`src/rtl/rstcause_pkg.sv`:
```
package rstcause_pkg;

  // Word-slot meaning on the bus; the slot order is decoded by software.
  typedef enum logic [1:0] {
    OP_DIRECT = 2'd0,
    OP_CLR    = 2'd1,
    OP_SET    = 2'd2,
    OP_INV    = 2'd3
  } alias_op_e;

  // Power mode reported alongside a watchdog expiry.
  typedef enum logic [1:0] {
    PM_RUN   = 2'd0,
    PM_IDLE  = 2'd1,
    PM_SLEEP = 2'd2,
    PM_RSVD  = 2'd3
  } pwr_mode_e;

  // Flag positions: software decodes these, so they are fixed.
  localparam int BIT_POR   = 0;
  localparam int BIT_BOR   = 1;
  localparam int BIT_IDLE  = 2;
  localparam int BIT_SLEEP = 3;
  localparam int BIT_WDTO  = 4;

endpackage

```
`src/rtl/rstcause_alias_dec.sv`:
```
module rstcause_alias_dec
  import rstcause_pkg::*;
(
  input  logic [1:0] reg_word,
  input  logic       wr_en,
  input  logic       rd_en,
  output alias_op_e  op,
  output logic       wr_fire,
  output logic       rd_direct
);

  // The slot number maps straight onto the operation encoding.
  assign op        = alias_op_e'(reg_word);
  assign wr_fire   = wr_en;
  assign rd_direct = rd_en && (op == OP_DIRECT);

endmodule

```
`src/rtl/rstcause_event_map.sv`:
```
module rstcause_event_map
  import rstcause_pkg::*;
#(
  parameter int DATA_W = 32
) (
  input  logic              wdt_expire,
  input  pwr_mode_e         pwr_mode,
  input  logic              sleep_entry,
  input  logic              idle_entry,
  input  logic              bor_event,
  input  logic              por_event,
  output logic [DATA_W-1:0] hw_set
);

  // Collect every event pulse of this cycle into one vector of bits to set.
  function automatic logic [DATA_W-1:0] build_set(
    input logic      wdt,
    input pwr_mode_e pm,
    input logic      es,
    input logic      ei,
    input logic      bor,
    input logic      por
  );
    logic [DATA_W-1:0] v;
    v = '0;
    if (wdt) begin
      v[BIT_WDTO] = 1'b1;
      if (pm == PM_SLEEP) v[BIT_SLEEP] = 1'b1;
      if (pm == PM_IDLE)  v[BIT_IDLE]  = 1'b1;
    end
    if (es)  v[BIT_SLEEP] = 1'b1;
    if (ei)  v[BIT_IDLE]  = 1'b1;
    if (bor) v[BIT_BOR]   = 1'b1;
    if (por) v[BIT_POR]   = 1'b1;
    return v;
  endfunction

  assign hw_set = build_set(wdt_expire, pwr_mode, sleep_entry, idle_entry,
                            bor_event, por_event);

endmodule

```
`src/rtl/rstcause_flags.sv`:
```
module rstcause_flags
  import rstcause_pkg::*;
#(
  parameter int                DATA_W    = 32,
  parameter logic [DATA_W-1:0] IMPL_MASK = 32'h1F,
  parameter logic [DATA_W-1:0] RST_VAL   = 32'h3
) (
  input  logic              clk,
  input  logic              rst_n,
  input  logic              wr_fire,
  input  alias_op_e         op,
  input  logic [DATA_W-1:0] wdata,
  input  logic [DATA_W-1:0] hw_set,
  output logic [DATA_W-1:0] status
);

  // Software result of one bus write to the given slot.
  function automatic logic [DATA_W-1:0] sw_apply(
    input alias_op_e         o,
    input logic [DATA_W-1:0] cur,
    input logic [DATA_W-1:0] wd
  );
    case (o)
      OP_DIRECT: return wd;
      OP_CLR:    return cur & ~wd;
      OP_SET:    return cur | wd;
      default:   return cur ^ wd;
    endcase
  endfunction

  logic [DATA_W-1:0] sw_next;
  logic [DATA_W-1:0] flag_d;
  logic [DATA_W-1:0] flag_q;

  assign sw_next = wr_fire ? sw_apply(op, flag_q, wdata) : flag_q;
  // Hardware sets are merged after the software result, so an event always wins.
  assign flag_d  = (sw_next | hw_set) & IMPL_MASK;

  always_ff @(posedge clk or negedge rst_n) begin
    if (!rst_n) flag_q <= RST_VAL & IMPL_MASK;
    else        flag_q <= flag_d;
  end

  assign status = flag_q;

  // Per-bit checks, one pair for each implemented flag.
  for (genvar i = 0; i < DATA_W; i++) begin : g_chk
    if (IMPL_MASK[i]) begin : g_impl
      p_hw_wins_r10: assert property (@(posedge clk) disable iff (!rst_n)
        hw_set[i] |=> status[i]);
      p_sticky_hold_r8: assert property (@(posedge clk) disable iff (!rst_n)
        (!wr_fire && !hw_set[i]) |=> $stable(status[i]));
    end
  end

endmodule

```
`src/rtl/rstcause_reg.sv`:
```
module rstcause_reg
  import rstcause_pkg::*;
#(
  parameter int DATA_W = 32
) (
  input  logic              clk,
  input  logic              rst_n,
  input  logic [1:0]        reg_word,
  input  logic              rd_en,
  input  logic              wr_en,
  input  logic [DATA_W-1:0] wdata,
  output logic [DATA_W-1:0] rdata,
  input  logic              wdt_expire,
  input  logic [1:0]        pwr_mode,
  input  logic              sleep_entry,
  input  logic              idle_entry,
  input  logic              bor_event,
  input  logic              por_event
);

  localparam logic [DATA_W-1:0] ONE       = DATA_W'(1);
  localparam logic [DATA_W-1:0] IMPL_MASK = (ONE << BIT_POR) | (ONE << BIT_BOR) |
                                            (ONE << BIT_IDLE) | (ONE << BIT_SLEEP) |
                                            (ONE << BIT_WDTO);
  localparam logic [DATA_W-1:0] RST_VAL   = (ONE << BIT_POR) | (ONE << BIT_BOR);

  // Named internal events, visible to the assertions.
  alias_op_e         op;
  logic              wr_fire;
  logic              rd_direct;
  logic [DATA_W-1:0] hw_set;
  logic [DATA_W-1:0] status;

  rstcause_alias_dec u_dec (
    .reg_word  (reg_word),
    .wr_en     (wr_en),
    .rd_en     (rd_en),
    .op        (op),
    .wr_fire   (wr_fire),
    .rd_direct (rd_direct)
  );

  rstcause_event_map #(.DATA_W(DATA_W)) u_evt (
    .wdt_expire  (wdt_expire),
    .pwr_mode    (pwr_mode_e'(pwr_mode)),
    .sleep_entry (sleep_entry),
    .idle_entry  (idle_entry),
    .bor_event   (bor_event),
    .por_event   (por_event),
    .hw_set      (hw_set)
  );

  rstcause_flags #(
    .DATA_W    (DATA_W),
    .IMPL_MASK (IMPL_MASK),
    .RST_VAL   (RST_VAL)
  ) u_flags (
    .clk     (clk),
    .rst_n   (rst_n),
    .wr_fire (wr_fire),
    .op      (op),
    .wdata   (wdata),
    .hw_set  (hw_set),
    .status  (status)
  );

  // Only the direct slot returns the word; alias slots and idle cycles read zero.
  assign rdata = rd_direct ? status : '0;

  p_alias_read_zero_r6: assert property (@(posedge clk) disable iff (!rst_n)
    (rd_en && reg_word != 2'd0) |-> (rdata == '0));

  p_rsvd_read_zero_r7: assert property (@(posedge clk) disable iff (!rst_n)
    rd_en |-> ((rdata & ~IMPL_MASK) == '0));

  p_set_alias_r4: assert property (@(posedge clk) disable iff (!rst_n)
    (wr_en && reg_word == 2'd2) |=>
      ((status & $past(wdata & IMPL_MASK)) == $past(wdata & IMPL_MASK)));

  p_clr_alias_r3: assert property (@(posedge clk) disable iff (!rst_n)
    (wr_en && reg_word == 2'd1 && hw_set == '0) |=>
      ((status & $past(wdata & IMPL_MASK)) == '0));

  p_wdt_sleep_r9: assert property (@(posedge clk) disable iff (!rst_n)
    (wdt_expire && pwr_mode == 2'b10) |=> (status[BIT_WDTO] && status[BIT_SLEEP]));

endmodule

```
`config.mk`:
```
export PLATFORM = sky130hd
export DESIGN_NAME = rstcause_reg
export DESIGN_NICKNAME = d
export VERILOG_FILES = /design/src/rtl/rstcause_pkg.sv /design/src/rtl/rstcause_alias_dec.sv /design/src/rtl/rstcause_event_map.sv /design/src/rtl/rstcause_flags.sv /design/src/rtl/rstcause_reg.sv
export SDC_FILE = /design/constraint.sdc
export NUM_CORES = 1
export LEC_CHECK = 0
export BUFFER_PORTS_ARGS = -buffer_cell sky130_fd_sc_hd__buf_2
export CORE_MARGIN = 5
export CORE_UTILIZATION = 39
export DETAILED_ROUTE_END_ITERATION = 16
export MAX_ROUTING_LAYER = met4
export PLACE_DENSITY = 0.84
export SKIP_CTS_REPAIR_TIMING = 1
export SKIP_LAST_GASP = 1
export SYNTH_ARGS = -nofsm -noshare
export SYNTH_HDL_FRONTEND = slang
export SYNTH_SLANG_ARGS = --single-unit
```
`constraint.sdc`:
```
create_clock -name clk -period 3.65 [get_ports clk]
set_clock_uncertainty 0.1 [all_clocks]
set_input_delay 0.73 -clock clk [delete_from_list [all_inputs] [get_ports clk]]
set_output_delay 0.73 -clock clk [all_outputs]
set_load 0.05 [all_outputs]
```
# Word level (Yosys, flattened, before mapping)
# Index checks and enable logic that the tools add are counted.
# op_classes
n_addsub	0
multipliers	0
div	0
magnitude_cmp	0
n_eq_ne	4
n_shift	0
muxes	10
bitwise	5
n_reduce_logical	2
# op_table
op	n
5-bit case mux with 3 select lines	1
5-bit 2-to-1 mux	2
5-bit OR	2
1-bit 2-to-1 mux	6
5-bit AND	1
5-bit NOT	1
5-bit bitwise XOR	1
2-bit by 1-bit equality test with 1-bit output (second input constant)	2
2-bit equality test (second input constant)	2
3-bit 2-to-1 mux	1
2-bit logical NOT	1
1-bit logical AND	1
# totals
reg_bits	5
latchBits	0
mem_bits_rw	0
romBits	0
in_bits	45
out_inout_bits	32
wordCells	22
memories	0

# Longest topological paths before layout
# Gate-level depths: netlist (run 1).
# logic_depth
ltp_word	5
ltp_mapped	5
mapped_depth_nobuf	5

# By module
# Synthesis (run 1) repeated with hierarchy kept, for this count alone.
# hier_totals
cells_unflattened	157
area_unflattened_um2	1236.2
# by_module_without_submodules
mod	n_inst	cells_each	area_each_um2
rstcause_flags	1	83	693.2
rstcause_reg	1	35	255.2
rstcause_event_map	1	35	252.7
rstcause_alias_dec	1	4	35.0

# Worst setup path after synthesis (run 1)
# No wires, ideal clock.
# synth_timing
path_type	input to output
startpoint	in reg_word[1]
endpoint	out rdata[0]
arrival_time_ps	1634
slack_ps	1186
stages	3
path_buffers	1
path_cell_list	buf_2 > nor3b_1 > and2_1
# synth_between
elab_chain_len	3
# synth_lines
element	line_no	source
start, declared	rstcause_reg.sv:8	input logic [1:0] reg_word,
2-bit logical NOT	rstcause_alias_dec.sv:15	assign rd_direct = rd_en && (op == OP_DIRECT);
1-bit logical AND	rstcause_alias_dec.sv:15	
5-bit 2-to-1 mux	rstcause_reg.sv:68	assign rdata = rd_direct ? status : '0;
end, declared	rstcause_reg.sv:12	output logic [DATA_W-1:0] rdata,
# No other way between the ends.

# Worst setup path in the final report (run 1)
# layout_timing
startpoint	in reg_word[0]
endpoint	out rdata[0]
# The elaborated chain is that of the path after synthesis.

==> results of run 1 <==
## logic make-up (layout without fill, tap and decap cells)
| family | count (synthesis) | count (layout) | share of synthesized area |
|---|---|---|---|
| buffers and inverters | 47 | 44 | 0.363 |
| and+or+nand+nor | 11 | 11 | 0.0888 |
| adders and majority gates | 10 | 10 | 0.158 |
| AOI/OAI and AO/OA | 7 | 7 | 0.0666 |
| muxes | 5 | 5 | 0.157 |
| DFF | 5 | 5 | 0.162 |
| other | 1 | 27 | 0.00475 |
## power breakdown
part / total, mW / internal, mW / switching (mW)
clock network: 0.0645 / 0.0414 / 0.0231
logic: 0.120 / 0.0281 / 0.0917
registers: 0.0656 / 0.0612 / 0.00433
total: 0.250 / 0.131 / 0.119
## per-stage QoR
step                      utilization  instance area [sq um]  power, mW
final                           0.432                    838      0.250
after global routing            0.432                    838      0.268
after CTS                       0.432                    838      0.254
after detailed placement        0.418                    812      0.186
after global placement          0.418                    812      0.181
after floorplan                     -                    887      0.188
## worst max path at each step
| stage | endpoint | slack (ps) | startpoint | cells after the start |
|---|---|---|---|---|
| final | rdata[0] | 1050 | reg_word[0] | 4 |
| after global routing | rdata[1] | 960 | reg_word[0] | 4 |
| after CTS | rdata[3] | 1030 | reg_word[0] | 4 |
| after detailed placement | rdata[3] | 1020 | reg_word[0] | 4 |
| after global placement | rdata[4] | 1030 | reg_word[0] | 4 |
| after floorplan | rdata[0] | 1190 | reg_word[1] | 3 |
## metal layers
| metal | part of all wire | track usage | vias to the layer above |
|---|---|---|---|
| met1 | 0.39 | 0.110 | 245 |
| met5 | 0 | - | - |
| met4 | 0 | 0.0607 | 0 |
| met2 | 0.50 | 0.173 | 28 |
| met3 | 0.11 | 0.0429 | 0 |
| li1 | - | - | 271 |
## layout by cell type, fill, tap and decap left out
cell type  instances
buf_2             22
a221oi_1           1
or3_1              2
a211oi_1           1
and2_1             5
a211o_1            1
conb_1            27
mux4_1             3
o21ai_0            2
dfrtp_1            3
nor2_1             1
dfstp_2            2
and3b_1            1
nor3b_1            1
o31a_1             2
clkbuf_4           3
nor2b_1            1
inv_1             18
mux4_2             2
clkbuf_1           1
ha_1              10
## final cells by class
| class | instances | area [sq um] |
|---|---|---|
| clock buffer | 4 | 26.3 |
| fill | 211 | 1100 |
| inverter | 18 | 67.6 |
| multi-input combinational | 60 | 473 |
| sequential | 5 | 128 |
| tap | 27 | 33.8 |
| timing repair buffer | 22 | 110 |
==> tab_implementation.tex, run 1 <==
\begin{tabular}{lr}
\hline
Metric & Value \\
\hline
\multicolumn{2}{l}{\textbf{Outcome}} \\
Run status & finished, final reports clean \\
\multicolumn{2}{l}{\textbf{GRT}} \\
Largest net degree at the start of global routing & 7 \\
Global route overflow & 0 \\
Global-route wire length before repair & 2100 um \\
Number of antenna violations at the first check in global routing & 0 \\
All-layer global routing usage & 0.107 \\
Number of global-route vias before repair & 524 \\
\multicolumn{2}{l}{\textbf{Place}} \\
Dpl hpwl & 1370 um \\
Pre-CTS setup slack & 1020 ps \\
Routability cong. & 0.836 \\
Placed Instances & 132 \\
Port-buffer cells & 22 \\
\multicolumn{2}{l}{\textbf{Setup path}} \\
Worst-case register-to-register setup slack & 1840 ps \\
Worst reg2reg path startpoint & u\_flags.status[1] \\
FF-to-FF End & u\_flags.status[1] \\
Element type at the critical path start & input port \\
Crit path kind & in2out \\
Path depth of the worst reg2reg path & 4 \\
Arrival @ worst endpoint & 1770 ps \\
Required time reported for the critical path endpoint & 2820 ps \\
CP endpoint kind & output pin \\
Cell family with most CP delay & simple AND/OR/NAND/NOR gates \\
Buffers plus inverters on the worst setup path & 2 \\
Critical path, cell by cell & buf\_2, nor3b\_1, and2\_1, buf\_2 \\
Library cell contributing the largest single delay on the critical path & nor3b\_1 \\
Critical path's most frequent cell & buf\_2 \\
Delay of the slowest cell on the worst path & 420 ps \\
Worst-path maximum fanout & 6 \\
\multicolumn{2}{l}{\textbf{Hold path}} \\
Class of the most critical hold timing path & in2async \\
\multicolumn{2}{l}{\textbf{Timing}} \\
Endpoints failing hold & 0 \\
Final critical-path setup slack & 1050 ps \\
Top achievable clock speed & 0.385 GHz \\
Final min period & 2600 ps \\
Final setup violating endpoints & 0 \\
Ratio of final minimum period to clock period & 0.711 \\
Setup TNS & 0 ps \\
Number of pins exceeding their max-slew limit in the final report & 0 \\
Final Hold Slack & 194 ps \\
Setup repair after global routing missed its margin & no \\
\multicolumn{2}{l}{\textbf{Floorplanning}} \\
Initial Util & 0.407 \\
Number of I/O pins & 77 \\
Horizontal die dimension & 55.0 um \\
Cell row count & 16 \\
Height of the die & 55.0 um \\
Core Area & 1940 sq um \\
Die area & 3020 sq um \\
\multicolumn{2}{l}{\textbf{CTS}} \\
H-tree depth reported by CTS & 1 \\
Maximum clock insertion buffer count & 2 \\
Number of buffers inserted during clock tree synthesis & 3 \\
Buffer cell driving the clock tree root & clkbuf\_4 \\
Worst skew pair latency & 240 ps \\
Number of clock sinks seen by CTS & 5 \\
Post-CTS clock slew at the launch and capture registers of the worst setup and hold paths & 50 ps \\
CTS tree & built \\
\multicolumn{2}{l}{\textbf{Routing}} \\
Wire length per cell after detailed routing & 11.3 um \\
First-pass detailed-route iteration total & 1 \\
Final ANT Viol Nets & 0 \\
Routed wire length & 1540 um \\
DRC violations left & 0 \\
Violation count after the first detailed-route iteration & 0 \\
Number of vias in the routed layout & 544 \\
Vias per Instance & 4.00 \\
\multicolumn{2}{l}{\textbf{Layout}} \\
Largest register FFs & 5 \\
Antenna Diode Count & 0 \\
Post-layout nets & 165 \\
Non-filler cells in the finished layout & 136 \\
Ratio of cells with drive above 1 in the final layout & 0.266 \\
Syn-to-layout area delta & 6.18\% \\
\multicolumn{2}{l}{\textbf{Logic synthesis}} \\
Fraction of registers with async set or reset after synthesis & 1.00 \\
Area share of the largest cell type after synthesis & 0.257 \\
Top-count cell post-synth & buf\_4 \\
Number of warnings printed during yosys synthesis & 0 \\
Top cells by count, synth & buf\_4, inv\_1, ha\_1 \\
Portion of the post-synthesis area used by sequential elements & 0.162 \\
Netlist Area Pre-Place & 790 sq um \\
Most frequently used flop master after synthesis & dfrtp\_1 \\
Yosys top cell by area & buf\_4 \\
Flip-flop and latch count after synthesis & 5 \\
Number of standard cells after synthesis & 86 \\
Synthesized area per cell & 9.18 sq um \\
Library cells used by synthesis & 21 \\
Cells taking the most area after synthesis & buf\_4, ha\_1, mux4\_1 \\
Post-synth EDFFs & 0 \\
\multicolumn{2}{l}{\textbf{Power and ir drop}} \\
Pwr Density & 298 nW/um\^{}2 \\
Peak VDD IR & 0.156 mV \\
Static power due to leakage & 0.507 nW \\
\multicolumn{2}{l}{\textbf{Run}} \\
Max Cap Viol & 0 \\
\hline
\end{tabular}
(Power assumes the default switching activity.)
==> run 2: changes to the inputs <==
--- a/config.mk
+++ b/config.mk
@@ -5,12 +5,13 @@
 export SDC_FILE = /design/constraint.sdc
 export NUM_CORES = 1
 export LEC_CHECK = 0
+export ABC_AREA = 1
 export BUFFER_PORTS_ARGS = -buffer_cell sky130_fd_sc_hd__buf_2
 export CORE_MARGIN = 5
-export CORE_UTILIZATION = 39
+export CORE_UTILIZATION = 33
 export DETAILED_ROUTE_END_ITERATION = 16
 export MAX_ROUTING_LAYER = met4
-export PLACE_DENSITY = 0.84
+export PLACE_DENSITY = 0.75
 export SKIP_CTS_REPAIR_TIMING = 1
 export SKIP_LAST_GASP = 1
 export SYNTH_ARGS = -nofsm -noshare
==> constraint.sdc (replaced) <==
create_clock -name clk -period 2.2 [get_ports clk]
set_clock_uncertainty 0.1 [all_clocks]
set_input_delay 0.44 -clock clk [delete_from_list [all_inputs] [get_ports clk]]
set_output_delay 0.44 -clock clk [all_outputs]
set_load 0.05 [all_outputs]
==> run 2 against run 1 <==
  * Clock power is 63% higher
  * Sequential power increased by 63%
  * Synthesized area up 1.3%
==> tab_implementation.tex, run 2 <==
\begin{tabular}{lr}
\hline
Metric & Value \\
\hline
\multicolumn{2}{l}{\textbf{Logic synthesis}} \\
Number of warnings printed during yosys synthesis & 0 \\
Synthesized area per cell & 6.66 sq um \\
Top-count cell post-synth & buf\_4 \\
Top cells by count, synth & buf\_4, inv\_1, nand2\_1, nor2\_1, ha\_1 \\
Number of standard cells after synthesis & 120 \\
Most frequently used flop master after synthesis & dfrtp\_1 \\
Post-synth EDFFs & 0 \\
Area share of the largest cell type after synthesis & 0.254 \\
Yosys top cell by area & buf\_4 \\
Netlist Area Pre-Place & 800 sq um \\
Portion of the post-synthesis area used by sequential elements & 0.160 \\
Fraction of registers with async set or reset after synthesis & 1.00 \\
Flip-flop and latch count after synthesis & 5 \\
Library cells used by synthesis & 16 \\
Cells taking the most area after synthesis & buf\_4, ha\_1, dfrtp\_1 \\
\multicolumn{2}{l}{\textbf{Timing}} \\
Endpoints failing hold & 0 \\
Top achievable clock speed & 0.528 GHz \\
Final setup violating endpoints & 0 \\
Setup TNS & 0 ps \\
Ratio of final minimum period to clock period & 0.862 \\
Final critical-path setup slack & 304 ps \\
Number of pins exceeding their max-slew limit in the final report & 0 \\
Final min period & 1900 ps \\
Setup repair after global routing missed its margin & no \\
\multicolumn{2}{l}{\textbf{Power and ir drop}} \\
Total Power & 0.416 mW \\
Static power due to leakage & 0.537 nW \\
Pwr Density & 484 nW/um\^{}2 \\
Peak VDD IR & 0.275 mV \\
\multicolumn{2}{l}{\textbf{GRT}} \\
Number of antenna violations at the first check in global routing & 0 \\
Number of global-route vias before repair & 557 \\
All-layer global routing usage & 0.0797 \\
Largest net degree at the start of global routing & 13 \\
Global route overflow & 0 \\
Global-route wire length before repair & 2160 um \\
\multicolumn{2}{l}{\textbf{CTS}} \\
Post-CTS clock slew at the launch and capture registers of the worst setup and hold paths & 40 ps \\
Number of clock sinks seen by CTS & 5 \\
Worst skew pair latency & 240 ps \\
H-tree depth reported by CTS & 1 \\
Buffer cell driving the clock tree root & clkbuf\_4 \\
Maximum clock insertion buffer count & 2 \\
Number of buffers inserted during clock tree synthesis & 3 \\
CTS tree & built \\
\multicolumn{2}{l}{\textbf{Floorplanning}} \\
Number of I/O pins & 77 \\
Die area & 3510 sq um \\
Horizontal die dimension & 59.2 um \\
Height of the die & 59.2 um \\
Cell row count & 17 \\
Initial Util & 0.355 \\
Core Area & 2250 sq um \\
\multicolumn{2}{l}{\textbf{Layout}} \\
Ratio of cells with drive above 1 in the final layout & 0.194 \\
Post-layout nets & 200 \\
Final Core Density & 0.381 \\
Largest register FFs & 5 \\
Antenna Diode Count & 0 \\
Most frequent standard cell in the layout excluding fill and tap cells & conb\_1 \\
Syn-to-layout area delta & 7.51\% \\
Number of filler cells placed in the layout & 254 \\
Post-route standard cell area excluding fillers & 860 sq um \\
Most used cells in the layout excluding fill and tap cells & conb\_1, buf\_2, inv\_1 \\
\multicolumn{2}{l}{\textbf{Routing}} \\
Final ANT Viol Nets & 0 \\
Vias per Instance & 3.88 \\
First-pass detailed-route iteration total & 4 \\
Routed wire length & 1440 um \\
DRC violations left & 0 \\
Violation count after the first detailed-route iteration & 7 \\
Wire length per cell after detailed routing & 8.37 um \\
Number of vias in the routed layout & 667 \\
\multicolumn{2}{l}{\textbf{Run}} \\
Max Cap Viol & 0 \\
\multicolumn{2}{l}{\textbf{Place}} \\
Port-buffer cells & 22 \\
Pre-CTS setup slack & 295 ps \\
Total placed instance area & 823 sq um \\
Dpl hpwl & 1310 um \\
Routability cong. & 0.719 \\
\multicolumn{2}{l}{\textbf{Hold path}} \\
Cell count of the worst hold path & 3 \\
Class of the most critical hold timing path & in2reg \\
\multicolumn{2}{l}{\textbf{Setup path}} \\
Element type at the critical path start & input port \\
Arrival @ worst endpoint & 1360 ps \\
Path depth of the worst reg2reg path & 6 \\
Worst-path maximum fanout & 12 \\
Required time reported for the critical path endpoint & 1660 ps \\
CP endpoint kind & output pin \\
Crit path kind & in2out \\
\multicolumn{2}{l}{\textbf{Outcome}} \\
Run status & finished, final reports clean \\
\hline
\end{tabular}
## run 2: cell count changes after synthesis, moves of 3 or more
cell     previous run  this run
nand3_1             0         9
o21ai_0             2         5
a21oi_1             0         5
nor2_1              1        17
nand2_1             0        17
and2_1              5         0
mux4_1              3         0
## run 2: cells by family (layout without fill, tap and decap cells)
family                     after synthesis  count (layout)  synth area share
buffers and inverters                   47              45             0.358
DFF                                      5               5             0.160
adders and majority gates               10              10             0.156
AOI/OAI and AO/OA                       12              12            0.0814
and+or+nand+nor                         45              45             0.239
other                                    1              27           0.00469
## run 2: where the power goes
group	switching [mW]	total, mW	internal [mW]
Sequential	0.00513	0.107	0.102
Clock	0.0367	0.105	0.0685
Combinational	0.164	0.204	0.0392
## run 2: worst paths after layout
path / start / slack (ps) / to
min: bor_event / 280 / u_flags.status[1]
min reg2reg: u_flags.status[4] / 420 / u_flags.status[4]
min in group asynchronous: rst_n / 440 / u_flags.status[2]
max reg2reg: u_flags.status[0] / 910 / u_flags.status[0]
max: reg_word[0] / 300 / rdata[2]
max in group asynchronous: rst_n / 1350 / u_flags.status[1]
## run 2: per-stage QoR
stage          hold slack [ps]  instances
5_1_grt                    297        172
6_report                   283        172
2_1_floorplan             44.4        146
4_1_cts                  -98.4        171
3_3_place_gp               160        167
3_5_place_dp               162        167
## run 2: cell type report
cell class,count,area (sq um),share of cell area
clock buffers,4,26.3,0.0306
inverters,18,67.6,0.0786
multi-input cells,94,483,0.562
flip-flops and latches,5,128,0.148
well taps,28,35.0,0.0408
repair buffers,23,120,0.140
## run 2: worst max-delay path, cell delays in order
cell     delay (ps)
buf_2           170
nor2_4          180
nand2_1         170
nor2_1          120
buf_2           270
## run 2: per-layer routing
metal | wire length, um | GRT usage | part of all wire | vias to the layer above
li1 | - | - | - | 359
met1 | 579 | 0.0918 | 0.40 | 274
met2 | 693 | 0.137 | 0.48 | 32
met3 | 146 | 0.00654 | 0.10 | 2
met4 | 20 | 0.0388 | 0.014 | 0
met5 | 0 | - | 0 | -
==> run 3: changes to the inputs <==
--- a/config.mk
+++ b/config.mk
@@ -5,13 +5,13 @@
 export SDC_FILE = /design/constraint.sdc
 export NUM_CORES = 1
 export LEC_CHECK = 0
-export ABC_AREA = 1
+export ABC_AREA = 0
 export BUFFER_PORTS_ARGS = -buffer_cell sky130_fd_sc_hd__buf_2
 export CORE_MARGIN = 5
-export CORE_UTILIZATION = 33
+export CORE_UTILIZATION = 36
 export DETAILED_ROUTE_END_ITERATION = 16
 export MAX_ROUTING_LAYER = met4
-export PLACE_DENSITY = 0.75
+export PLACE_DENSITY = 0.78
 export SKIP_CTS_REPAIR_TIMING = 1
 export SKIP_LAST_GASP = 1
 export SYNTH_ARGS = -nofsm -noshare
==> constraint.sdc (replaced) <==
create_clock -name clk -period 1.93 [get_ports clk]
set_clock_uncertainty 0.1 [all_clocks]
set_input_delay 0.386 -clock clk [delete_from_list [all_inputs] [get_ports clk]]
set_output_delay 0.386 -clock clk [all_outputs]
set_load 0.05 [all_outputs]
==> run 3 against run 2 <==
  * Via count shrank 15%
  * Total power grew 14%
  * Clock power grew 14%
  * Final cell count shrank 18%
  * Sequential share of layout area shrank 0.21 points
  * Routed wire length grew 5.3%
  * Critical path type is now reg2reg
  * Utilization grew 2.5 points
  * Hold slack lost 41 ps
  * Sequential cell count is the same
  * Critical path depth shrank 1
==> tab_implementation.tex, run 3 (synthesized netlist as in run 1, its figures left out) <==
\begin{tabular}{lr}
\hline
Metric & Value \\
\hline
\multicolumn{2}{l}{\textbf{Outcome}} \\
Run status & finished, final reports clean \\
\multicolumn{2}{l}{\textbf{CTS}} \\
CTS tree & built \\
Maximum clock insertion buffer count & 2 \\
Buffer cell driving the clock tree root & clkbuf\_4 \\
Worst skew pair latency & 240 ps \\
Post-CTS clock slew at the launch and capture registers of the worst setup and hold paths & 40 ps \\
Number of buffers inserted during clock tree synthesis & 3 \\
H-tree depth reported by CTS & 1 \\
Number of clock sinks seen by CTS & 5 \\
\multicolumn{2}{l}{\textbf{Layout}} \\
Syn-to-layout area delta & 10.5\% \\
Most frequent standard cell in the layout excluding fill and tap cells & conb\_1 \\
Ratio of cells with drive above 1 in the final layout & 0.283 \\
Largest register FFs & 5 \\
Most used cells in the layout excluding fill and tap cells & conb\_1, buf\_2, inv\_1 \\
Post-layout nets & 169 \\
Antenna Diode Count & 0 \\
\multicolumn{2}{l}{\textbf{Place}} \\
Port-buffer cells & 22 \\
Routability cong. & 0.784 \\
Dpl hpwl & 1320 um \\
\multicolumn{2}{l}{\textbf{Timing}} \\
Setup TNS & 0 ps \\
Final Hold Slack & 242 ps \\
Ratio of final minimum period to clock period & 0.928 \\
Top achievable clock speed & 0.558 GHz \\
Final min period & 1790 ps \\
Final setup violating endpoints & 0 \\
Setup repair after global routing missed its margin & no \\
Endpoints failing hold & 0 \\
Number of pins exceeding their max-slew limit in the final report & 0 \\
\multicolumn{2}{l}{\textbf{Setup path}} \\
Required time reported for the critical path endpoint & 1990 ps \\
Critical Path Start & u\_flags.status[1] \\
Worst-path maximum fanout & 3 \\
Worst reg2reg path startpoint & u\_flags.status[1] \\
Crit path kind & reg2reg \\
Element type at the critical path start & flip-flop \\
Path depth of the worst reg2reg path & 4 \\
Arrival @ worst endpoint & 1850 ps \\
CP endpoint kind & flip-flop \\
\multicolumn{2}{l}{\textbf{Routing}} \\
First-pass detailed-route iteration total & 2 \\
DRC violations left & 0 \\
Routed wire length & 1520 um \\
Final ANT Viol Nets & 0 \\
Violation count after the first detailed-route iteration & 6 \\
Vias per Instance & 4.04 \\
Number of vias in the routed layout & 570 \\
Wire length per cell after detailed routing & 10.8 um \\
\multicolumn{2}{l}{\textbf{Hold path}} \\
Cell count of the worst hold path & 2 \\
Class of the most critical hold timing path & in2reg \\
Hold Path Origin & bor\_event \\
\multicolumn{2}{l}{\textbf{Power and ir drop}} \\
Switching share of power & 0.470 \\
Switch Pwr & 0.223 mW \\
Pwr Density & 545 nW/um\^{}2 \\
Total Power & 0.475 mW \\
Comb pwr share & 0.488 \\
Peak VDD IR & 0.163 mV \\
Static power due to leakage & 0.526 nW \\
Power share of the clock group & 0.252 \\
Register share of total power & 0.260 \\
Internal power & 0.252 mW \\
\multicolumn{2}{l}{\textbf{GRT}} \\
Number of global-route vias before repair & 554 \\
All-layer global routing usage & 0.0977 \\
Global route overflow & 0 \\
Global-route wire length before repair & 2390 um \\
Number of antenna violations at the first check in global routing & 0 \\
Largest net degree at the start of global routing & 7 \\
\multicolumn{2}{l}{\textbf{Floorplanning}} \\
Cell row count & 17 \\
Height of the die & 56.8 um \\
Horizontal die dimension & 56.8 um \\
Die area & 3230 sq um \\
Initial Util & 0.368 \\
Core Area & 2150 sq um \\
Number of I/O pins & 77 \\
\multicolumn{2}{l}{\textbf{Run}} \\
Max Cap Viol & 0 \\
\hline
\end{tabular}
[run 3: cell count changes in the layout (fill, tap and decap cells not counted), sizes merged, moves of 2 or more]
cell | before | now
nand2 | 17 | 0
or3 | 0 | 2
mux4 | 0 | 5
o21ai | 5 | 2
buf | 22 | 25
nor2 | 18 | 1
o31a | 0 | 2
nand3 | 9 | 0
a21oi | 5 | 0
o21bai | 2 | 0
and2 | 0 | 5
[run 3: metal layers]
layer,vias up,global-route usage,part of all wire
met4,0,0.0662,0.0013
met1,257,0.112,0.41
li1,276,-,-
met3,2,0.0230,0.11
met2,35,0.150,0.48
met5,-,-,0
[run 3: stage by stage]
step / util / std cells / setup WS, ps / cell area [sq um]
after floorplan: - / 112 / 154 / 887
after global placement: 0.389 / 136 / 179 / 836
after detailed placement: 0.389 / 136 / 137 / 836
after CTS: 0.401 / 140 / 135 / 862
after global routing: 0.406 / 141 / 99.0 / 872
final: 0.406 / 141 / 139 / 872
[run 3: layout make-up]
cell class	instances	area (sq um)
Clock buffer	4	26.3
Fill cell	221	1280
Inverter	18	67.6
Multi-Input combinational cell	60	473
Sequential cell	5	128
Tap cell	28	35.0
Timing Repair Buffer	26	143
[run 3: power by group through the flow]
stage / Clock [mW] / Sequential (mW) / Combinational, mW
after floorplan: 0 / 0.122 / 0.234
final: 0.120 / 0.124 / 0.232
after global routing: 0.131 / 0.125 / 0.249
after detailed placement: 0 / 0.125 / 0.230
after CTS: 0.128 / 0.124 / 0.231
after global placement: 0 / 0.124 / 0.223
[run 3: critical path, cell delays in order, from the launching register on]
cell	delay, ps
dfstp_2	530
inv_1	50
ha_1	260
mux4_2	470
a211o_1	300
[run 3: path summary, 6_finish.rpt]
check / end / slack (ps)
setup / recovery: u_flags.status[1] / 140
hold / removal: u_flags.status[1] / 240
setup reg to reg: u_flags.status[1] / 140
hold reg to reg: u_flags.status[3] / 490
max in group asynchronous: u_flags.status[1] / 1110
min in group asynchronous: u_flags.status[2] / 400
